[src/rtl/dac_regif_pkg.sv]
package dac_regif_pkg;
  localparam int unsigned NUM_CH = 2;

  typedef enum logic {
    CH_A = 1'b0,
    CH_B = 1'b1
  } chan_e;

  // strobe bit positions inside the synchronizer bundle
  localparam int unsigned STB_CS  = 0;
  localparam int unsigned STB_LDA = 1;
  localparam int unsigned STB_LDB = 2;
  localparam int unsigned STB_SHD = 3;
  localparam int unsigned STB_W   = 4;
endpackage

[src/rtl/dac_rst_sync.sv]
module dac_rst_sync #(
  parameter int unsigned STAGES = 2
) (
  input  logic clk,
  input  logic rst_n,
  output logic rst_q_n
);
  logic [STAGES-1:0] chain_q;
  logic [STAGES-1:0] chain_d;

  always_comb begin
    chain_d = {chain_q[STAGES-2:0], 1'b1};
  end

  always_ff @(posedge clk or negedge rst_n) begin
    if (!rst_n) begin
      chain_q <= '0;
    end else begin
      chain_q <= chain_d;
    end
  end

  assign rst_q_n = chain_q[STAGES-1];
endmodule

[src/rtl/dac_strobe_sync.sv]
module dac_strobe_sync #(
  parameter int unsigned     WIDTH   = 4,
  parameter int unsigned     STAGES  = 2,
  parameter logic [WIDTH-1:0] RST_VAL = '1
) (
  input  logic             clk,
  input  logic             rst_q_n,
  input  logic [WIDTH-1:0] async_i,
  output logic [WIDTH-1:0] level_o,
  output logic [WIDTH-1:0] fall_o
);
  logic [STAGES-1:0][WIDTH-1:0] sync_q;
  logic [STAGES-1:0][WIDTH-1:0] sync_d;
  logic [WIDTH-1:0]             last_q;
  logic [WIDTH-1:0]             last_d;

  always_comb begin
    sync_d[0] = async_i;
    for (int s = 1; s < STAGES; s++) begin
      sync_d[s] = sync_q[s-1];
    end
    last_d = sync_q[STAGES-1];
  end

  always_ff @(posedge clk or negedge rst_q_n) begin
    if (!rst_q_n) begin
      for (int s = 0; s < STAGES; s++) begin
        sync_q[s] <= RST_VAL;
      end
      last_q <= RST_VAL;
    end else begin
      sync_q <= sync_d;
      last_q <= last_d;
    end
  end

  assign level_o = sync_q[STAGES-1];
  assign fall_o  = last_q & ~sync_q[STAGES-1];
endmodule

[src/rtl/dac_chan_regs.sv]
module dac_chan_regs #(
  parameter int unsigned DATA_W = 12
) (
  input  logic              clk,
  input  logic              rst_q_n,
  input  logic              wr_en,
  input  logic [DATA_W-1:0] wr_word,
  input  logic              ld_en,
  output logic [DATA_W-1:0] stage_q,
  output logic [DATA_W-1:0] code_q
);
  logic [DATA_W-1:0] stage_d;
  logic [DATA_W-1:0] code_d;

  always_comb begin
    stage_d = stage_q;
    code_d  = code_q;
    if (wr_en) begin
      stage_d = wr_word;
    end
    if (ld_en) begin
      code_d = stage_q;  // pre-write value on a same-cycle collision
    end
  end

  always_ff @(posedge clk or negedge rst_q_n) begin
    if (!rst_q_n) begin
      stage_q <= '0;
      code_q  <= '0;
    end else begin
      stage_q <= stage_d;
      code_q  <= code_d;
    end
  end
endmodule

[src/rtl/dual_dac_regif.sv]
module dual_dac_regif
  import dac_regif_pkg::*;
#(
  parameter int unsigned DATA_W      = 12,
  parameter int unsigned SYNC_STAGES = 2
) (
  input  logic              clk,
  input  logic              rst_n,
  input  logic [DATA_W-1:0] wr_data,
  input  logic              chan_sel,
  input  logic              cs_n,
  input  logic              load_a_n,
  input  logic              load_b_n,
  input  logic              shdn_n,
  output logic [DATA_W-1:0] code_a,
  output logic [DATA_W-1:0] code_b,
  output logic              drive_en_a,
  output logic              drive_en_b
);
  localparam logic [STB_W-1:0] STB_IDLE = STB_W'(4'b0111);

  logic                           rst_q_n;
  logic [STB_W-1:0]               stb_raw;
  logic [STB_W-1:0]               stb_lvl;
  logic [STB_W-1:0]               stb_fall;
  logic                           wr_pls;
  logic [NUM_CH-1:0]              ld_pls;
  logic [NUM_CH-1:0]              wr_en;
  logic [NUM_CH-1:0][DATA_W-1:0]  in_q;
  logic [NUM_CH-1:0][DATA_W-1:0]  dac_q;

  dac_rst_sync #(.STAGES(SYNC_STAGES)) rst_sync_i (
    .clk     (clk),
    .rst_n   (rst_n),
    .rst_q_n (rst_q_n)
  );

  always_comb begin
    stb_raw          = '0;
    stb_raw[STB_CS]  = cs_n;
    stb_raw[STB_LDA] = load_a_n;
    stb_raw[STB_LDB] = load_b_n;
    stb_raw[STB_SHD] = shdn_n;
  end

  dac_strobe_sync #(
    .WIDTH   (STB_W),
    .STAGES  (SYNC_STAGES),
    .RST_VAL (STB_IDLE)
  ) stb_sync_i (
    .clk     (clk),
    .rst_q_n (rst_q_n),
    .async_i (stb_raw),
    .level_o (stb_lvl),
    .fall_o  (stb_fall)
  );

  assign wr_pls            = stb_fall[STB_CS];
  assign ld_pls[int'(CH_A)] = stb_fall[STB_LDA];
  assign ld_pls[int'(CH_B)] = stb_fall[STB_LDB];

  for (genvar c = 0; c < NUM_CH; c++) begin : g_chan
    assign wr_en[c] = wr_pls && (chan_sel == c[0]);

    dac_chan_regs #(.DATA_W(DATA_W)) regs_i (
      .clk     (clk),
      .rst_q_n (rst_q_n),
      .wr_en   (wr_en[c]),
      .wr_word (wr_data),
      .ld_en   (ld_pls[c]),
      .stage_q (in_q[c]),
      .code_q  (dac_q[c])
    );
  end

  assign code_a     = dac_q[int'(CH_A)];
  assign code_b     = dac_q[int'(CH_B)];
  assign drive_en_a = stb_lvl[STB_SHD];
  assign drive_en_b = stb_lvl[STB_SHD];
endmodule

[config.mk]
export PLATFORM = sky130hd
export DESIGN_NAME = dual_dac_regif
export DESIGN_NICKNAME = d
export VERILOG_FILES = /design/src/rtl/dac_regif_pkg.sv /design/src/rtl/dac_rst_sync.sv /design/src/rtl/dac_strobe_sync.sv /design/src/rtl/dac_chan_regs.sv /design/src/rtl/dual_dac_regif.sv
export SDC_FILE = /design/constraint.sdc
export NUM_CORES = 1
export LEC_CHECK = 0
export BUFFER_PORTS_ARGS = -buffer_cell sky130_fd_sc_hd__buf_2
export CORE_ASPECT_RATIO = 0.5
export CORE_MARGIN = 1.5
export CORE_UTILIZATION = 54
export DETAILED_ROUTE_END_ITERATION = 10
export HOLD_SLACK_MARGIN = 0.12
export PLACE_DENSITY = 0.81
export SLEW_MARGIN = 20
export SYNTH_ARGS = -nofsm -noshare
export SYNTH_HDL_FRONTEND = slang
export SYNTH_HIERARCHICAL = 1
export SYNTH_SLANG_ARGS = --single-unit
[constraint.sdc]
create_clock -name clk -period 2.4 [get_ports clk]
set_input_delay 0.24 -clock clk [delete_from_list [all_inputs] [get_ports clk]]
set_output_delay 0.24 -clock clk [all_outputs]
set_load 0.01 [all_outputs]
== Word-level counts from Yosys, hierarchy flattened ==
Cells that the tools add are included.

* Output and inout port bits: 26
* Memories: 0
* Memory bits (read-only): 0
* Bits of input ports: 19
* Logic and storage cells: 13
* Bits in latches: 0
* Register bits after elaboration: 61
* RAM bits: 0

* Div/mod/pow operators: 0
* $mul: 0
* Equality and inequality tests: 0
* Add/subtract/negate cells: 0
* Shift operators: 0
* Magnitude comparators: 0
* Muxes and demuxes: 0
* Bitwise logic cells: 3
* Reduce and logical (&&, ||, !) cells: 2

{| class="wikitable"
|+ Operators by type and width
! kind !! number
|-
| 3-bit bitwise AND || 1
|-
| 3-bit NOT || 1
|-
| 1-bit logical AND || 2
|-
| 1-bit NOT || 1
|}

== Logic depth before layout (Yosys ltp) ==
* Depth after elaboration: 3
* Gate-level depth with buffers: 4

== Cells and area by module ==
The synthesis kept the hierarchy.

{| class="wikitable"
|+ By module, submodules not included
! module !! cells each !! sequential area each (sq um) !! instances !! area each (sq um)
|-
| dac_chan_regs || 50 || 600.6 || 2 || 968.4
|-
| dac_strobe_sync || 16 || 311.5 || 1 || 366.6
|-
| dac_rst_sync || 3 || 50.0 || 1 || 53.8
|-
| dual_dac_regif || 3 || 0.0 || 1 || 23.8
|}

== Worst setup path after synthesis ==
OpenSTA, ideal clock, no wires.

* Path kind: flip-flop to flip-flop
* Start: reg stb_sync_i.last_q[0]
* End: reg g_chan[0].regs_i.stage_q[0]
* Cell stages (with the launch flop): 5
* Data arrival time: 1.236 ns
* Path slack: 1.039 ns
* Period minus slack after synthesis: 1.361 ns
* Cells stage by stage: dfstp_2 > nor2b_4 > and2b_2 > buf_6 > mux2_4

* Longest elaborated chain between the ends: 2

{| class="wikitable"
|+ RTL lines
! element !! line !! source
|-
| start, declared || dac_strobe_sync.sv:14 || <nowiki>logic [WIDTH-1:0] last_q;</nowiki>
|-
| start signal, assigned || dac_strobe_sync.sv:33 || <nowiki>last_q <= last_d;</nowiki>
|-
| 3-bit bitwise AND || dac_strobe_sync.sv:38 || <nowiki>assign fall_o = last_q & ~sync_q[STAGES-1];</nowiki>
|-
| named net stb_fall[0] || dual_dac_regif.sv:25 || <nowiki>logic [STB_W-1:0] stb_fall;</nowiki>
|-
| 1-bit logical AND || dual_dac_regif.sv:63 || <nowiki>assign wr_en[c] = wr_pls && (chan_sel == c[0]);</nowiki>
|-
| named net wr_en[0] || dual_dac_regif.sv:28 || <nowiki>logic [NUM_CH-1:0] wr_en;</nowiki>
|-
| end signal, assigned || dac_chan_regs.sv:31 || <nowiki>stage_q <= stage_d;</nowiki>
|-
| end, declared || dac_chan_regs.sv:9 || <nowiki>output logic [DATA_W-1:0] stage_q,</nowiki>
|}

The timed path passes the listed nets, and every way through them passes these cells.
A chain may end at the register's enable or synchronous reset.

== Worst setup path after layout ==
* Start: reg stb_sync_i.last_q[0]
* End: reg g_chan[1].regs_i.stage_q[9]

* Longest elaborated chain between the ends: 2

{| class="wikitable"
|+ RTL lines
! element !! line
|-
| 3-bit bitwise AND || dac_strobe_sync.sv:38
|-
| named net stb_fall[0] || dual_dac_regif.sv:25
|-
| 1-bit logical AND || dual_dac_regif.sv:63
|-
| named net wr_en[1] || dual_dac_regif.sv:28
|-
| end signal, assigned || dac_chan_regs.sv:31
|-
| end, declared || dac_chan_regs.sv:9
|}

The timed path passes the listed nets, and every way through them passes these cells.

==> flow_metrics.tcl <==
set metrics [dict create \
    status "complete, no violations" \
    drive_above_1_share_pct 67.6 \
    syn_area_um2 2340 \
    first_global_vias 1213 \
    vias_per_cell 4.84 \
    ys_warn_count 6 \
    p_leak_nw 1.38 \
    fmax_mhz 642 \
    r2r_slack_ns 0.84 \
    utilization_pct 71.3 \
    cp.required_ns 2.60 \
    worst_pin_slew_ns 0.518 \
    grt_start_max_net_pins 24 \
    critical_path.startpoint "stb_sync_i/last_q[0]" \
    core_area_um2 4020 \
    worstSetupEndpoint "g_chan[1].regs_i/stage_q[9]" \
    setup_violations 0 \
    cts-buffers-inserted 9 \
    clk_pin_slew_ns 0.07 \
    fin_worst_skew_ns 0.00614 \
    fin_cells 236 \
    startpoint_type "flip-flop" \
    drt_iter0_drc 68 \
    cts.path.max_buffers 2 \
    syn_nets 139 \
    cap_violations 0 \
    holdWs_ns 0.161 \
    maxSlewViolCount 0 \
    drt_first_pass_iters 5 \
    cts_setup_buffers 0 \
    relSlewSlack_pct 65.4 \
    rows 16 \
    rsz0062_at_grt "no" \
    die-width_um 96.1 \
    r2r_cells 3 \
    cts_tree "done" \
    cts-root-buf "clkbuf_8" \
    end_kind "flip-flop" \
    syn_avg_cell_area_um2 19.5 \
    grt_use_total_pct 18.3 \
    p_per_area_nw_per_um2 1010 \
    die_height_um 49.6 \
    ant_nets 0 \
    vias 1143 \
    stdcell_area_um2 2870 \
    portBuffers 44 \
    netlist_instances 120 \
    final_common_cell "dfrtp_1" \
    area_growth_pct 22.5 \
    power.total_mw 2.89 \
    final_nets 196 \
    hpwl_um 2400 \
    n_antenna_cell 0 \
    ctsResizeCount 0 \
    min_period_ns 1.56 \
    dp_cells 215 \
    gr-total-overflow 0 \
    peakVddDrop_v 0.000417 \
    rr_startpoint "stb_sync_i/last_q[0]" \
    crit_fanout 12 \
    drt-total-wl_um 3680 \
    start_util_pct 58.2 \
    gp_congestion 0.676 \
    cts-htree-levels 3 \
    cp.arrival_ns 1.76 \
    setup_ws_ns 0.843 \
    timing.rr.end "g_chan[1].regs_i/stage_q[9]" \
    min-delay-path-class "in -> reg" \
    dp_slack_ns 0.865 \
    die_area_um2 4770 \
    wl_per_cell_um 15.6 \
    tns_ns 0 \
    dpl-instance-area_um2 2590 \
    fin_crit_sh_pct 64.9 \
    cts_sinks 61 \
    criticalPathCategory "reg -> reg" \
    grt_pass1_wl_um 6140 \
    final_cell_mix "51 x dfrtp_1, 44 x buf_2, 40 x mux2_4, 11 x clkbuf_8, 9 x dfstp_2" \
    antenna_found_initial 0 \
    drc 0 \
    clk_latency_ns 0.32 \
    hold_viol 0 \
    ios 45 \
]
-- registers in the layout (all words and copies together), names as in the netlist --
register,cells
g_chan.regs_i/code_q,24
rst_sync_i/chain_q,2
stb_sync_i/sync_d,4
stb_sync_i/last_q,3
stb_sync_i/level_o,4
g_chan.regs_i/stage_q,24
-- per-layer routing --
layer / up-vias / part of all wire [%] / GRT usage, %
li1: 526 / - / -
met1: 590 / 50 / 24.6
met2: 27 / 46 / 26.6
met3: 0 / 4.4 / 8.33
met4: 0 / 0 / 5.88
met5: - / 0 / 0
-- area by class of cell --
type / count / area [um2]
timing repair buffer: 51 / 285
clock buffer: 13 / 159
multi-input combinational: 54 / 752
tap: 54 / 67.6
fill: 275 / 1150
sequential: 61 / 1540
clock inverter: 3 / 67.6
-- what timing repair did --
| action | 4_1_cts | 5_1_grt |
|---|---|---|
| hold buffers | 5 | 0 |
| setup endpoints to repair | 0 | 0 |
| hold endpoints to repair | 6 | 0 |
-- power breakdown --
group	switching, mW	total, mW	internal, mW
Combinational	0.191	0.529	0.338
Clock	0.363	1.01	0.643
Sequential	0.119	1.36	1.24
Total	0.674	2.89	2.22
-- how the worst min path moves through the flow --
| stage | startpoint | end | slack, ns | cells after the start |
|---|---|---|---|---|
| after floorplan | rst_n | rst_sync_i/chain_q[0] | -0.06 | 0 |
| after global placement | rst_n | rst_sync_i/chain_q[0] | 0.03 | 1 |
| after detailed placement | rst_n | rst_sync_i/chain_q[0] | 0.03 | 1 |
| after CTS | wr_data[6] | g_chan[1].regs_i/stage_q[6] | 0.14 | 2 |
| after global routing | wr_data[6] | g_chan[0].regs_i/stage_q[6] | 0.14 | 2 |
| final | wr_data[6] | g_chan[1].regs_i/stage_q[6] | 0.16 | 2 |
-- critical path, stage by stage, from the launching register on --
cell and delay [ns]:
dfstp_2 0.52, nor2b_4 0.12, and2_2 0.42, mux2_2 0.38
(Power assumes the default switching activity.)
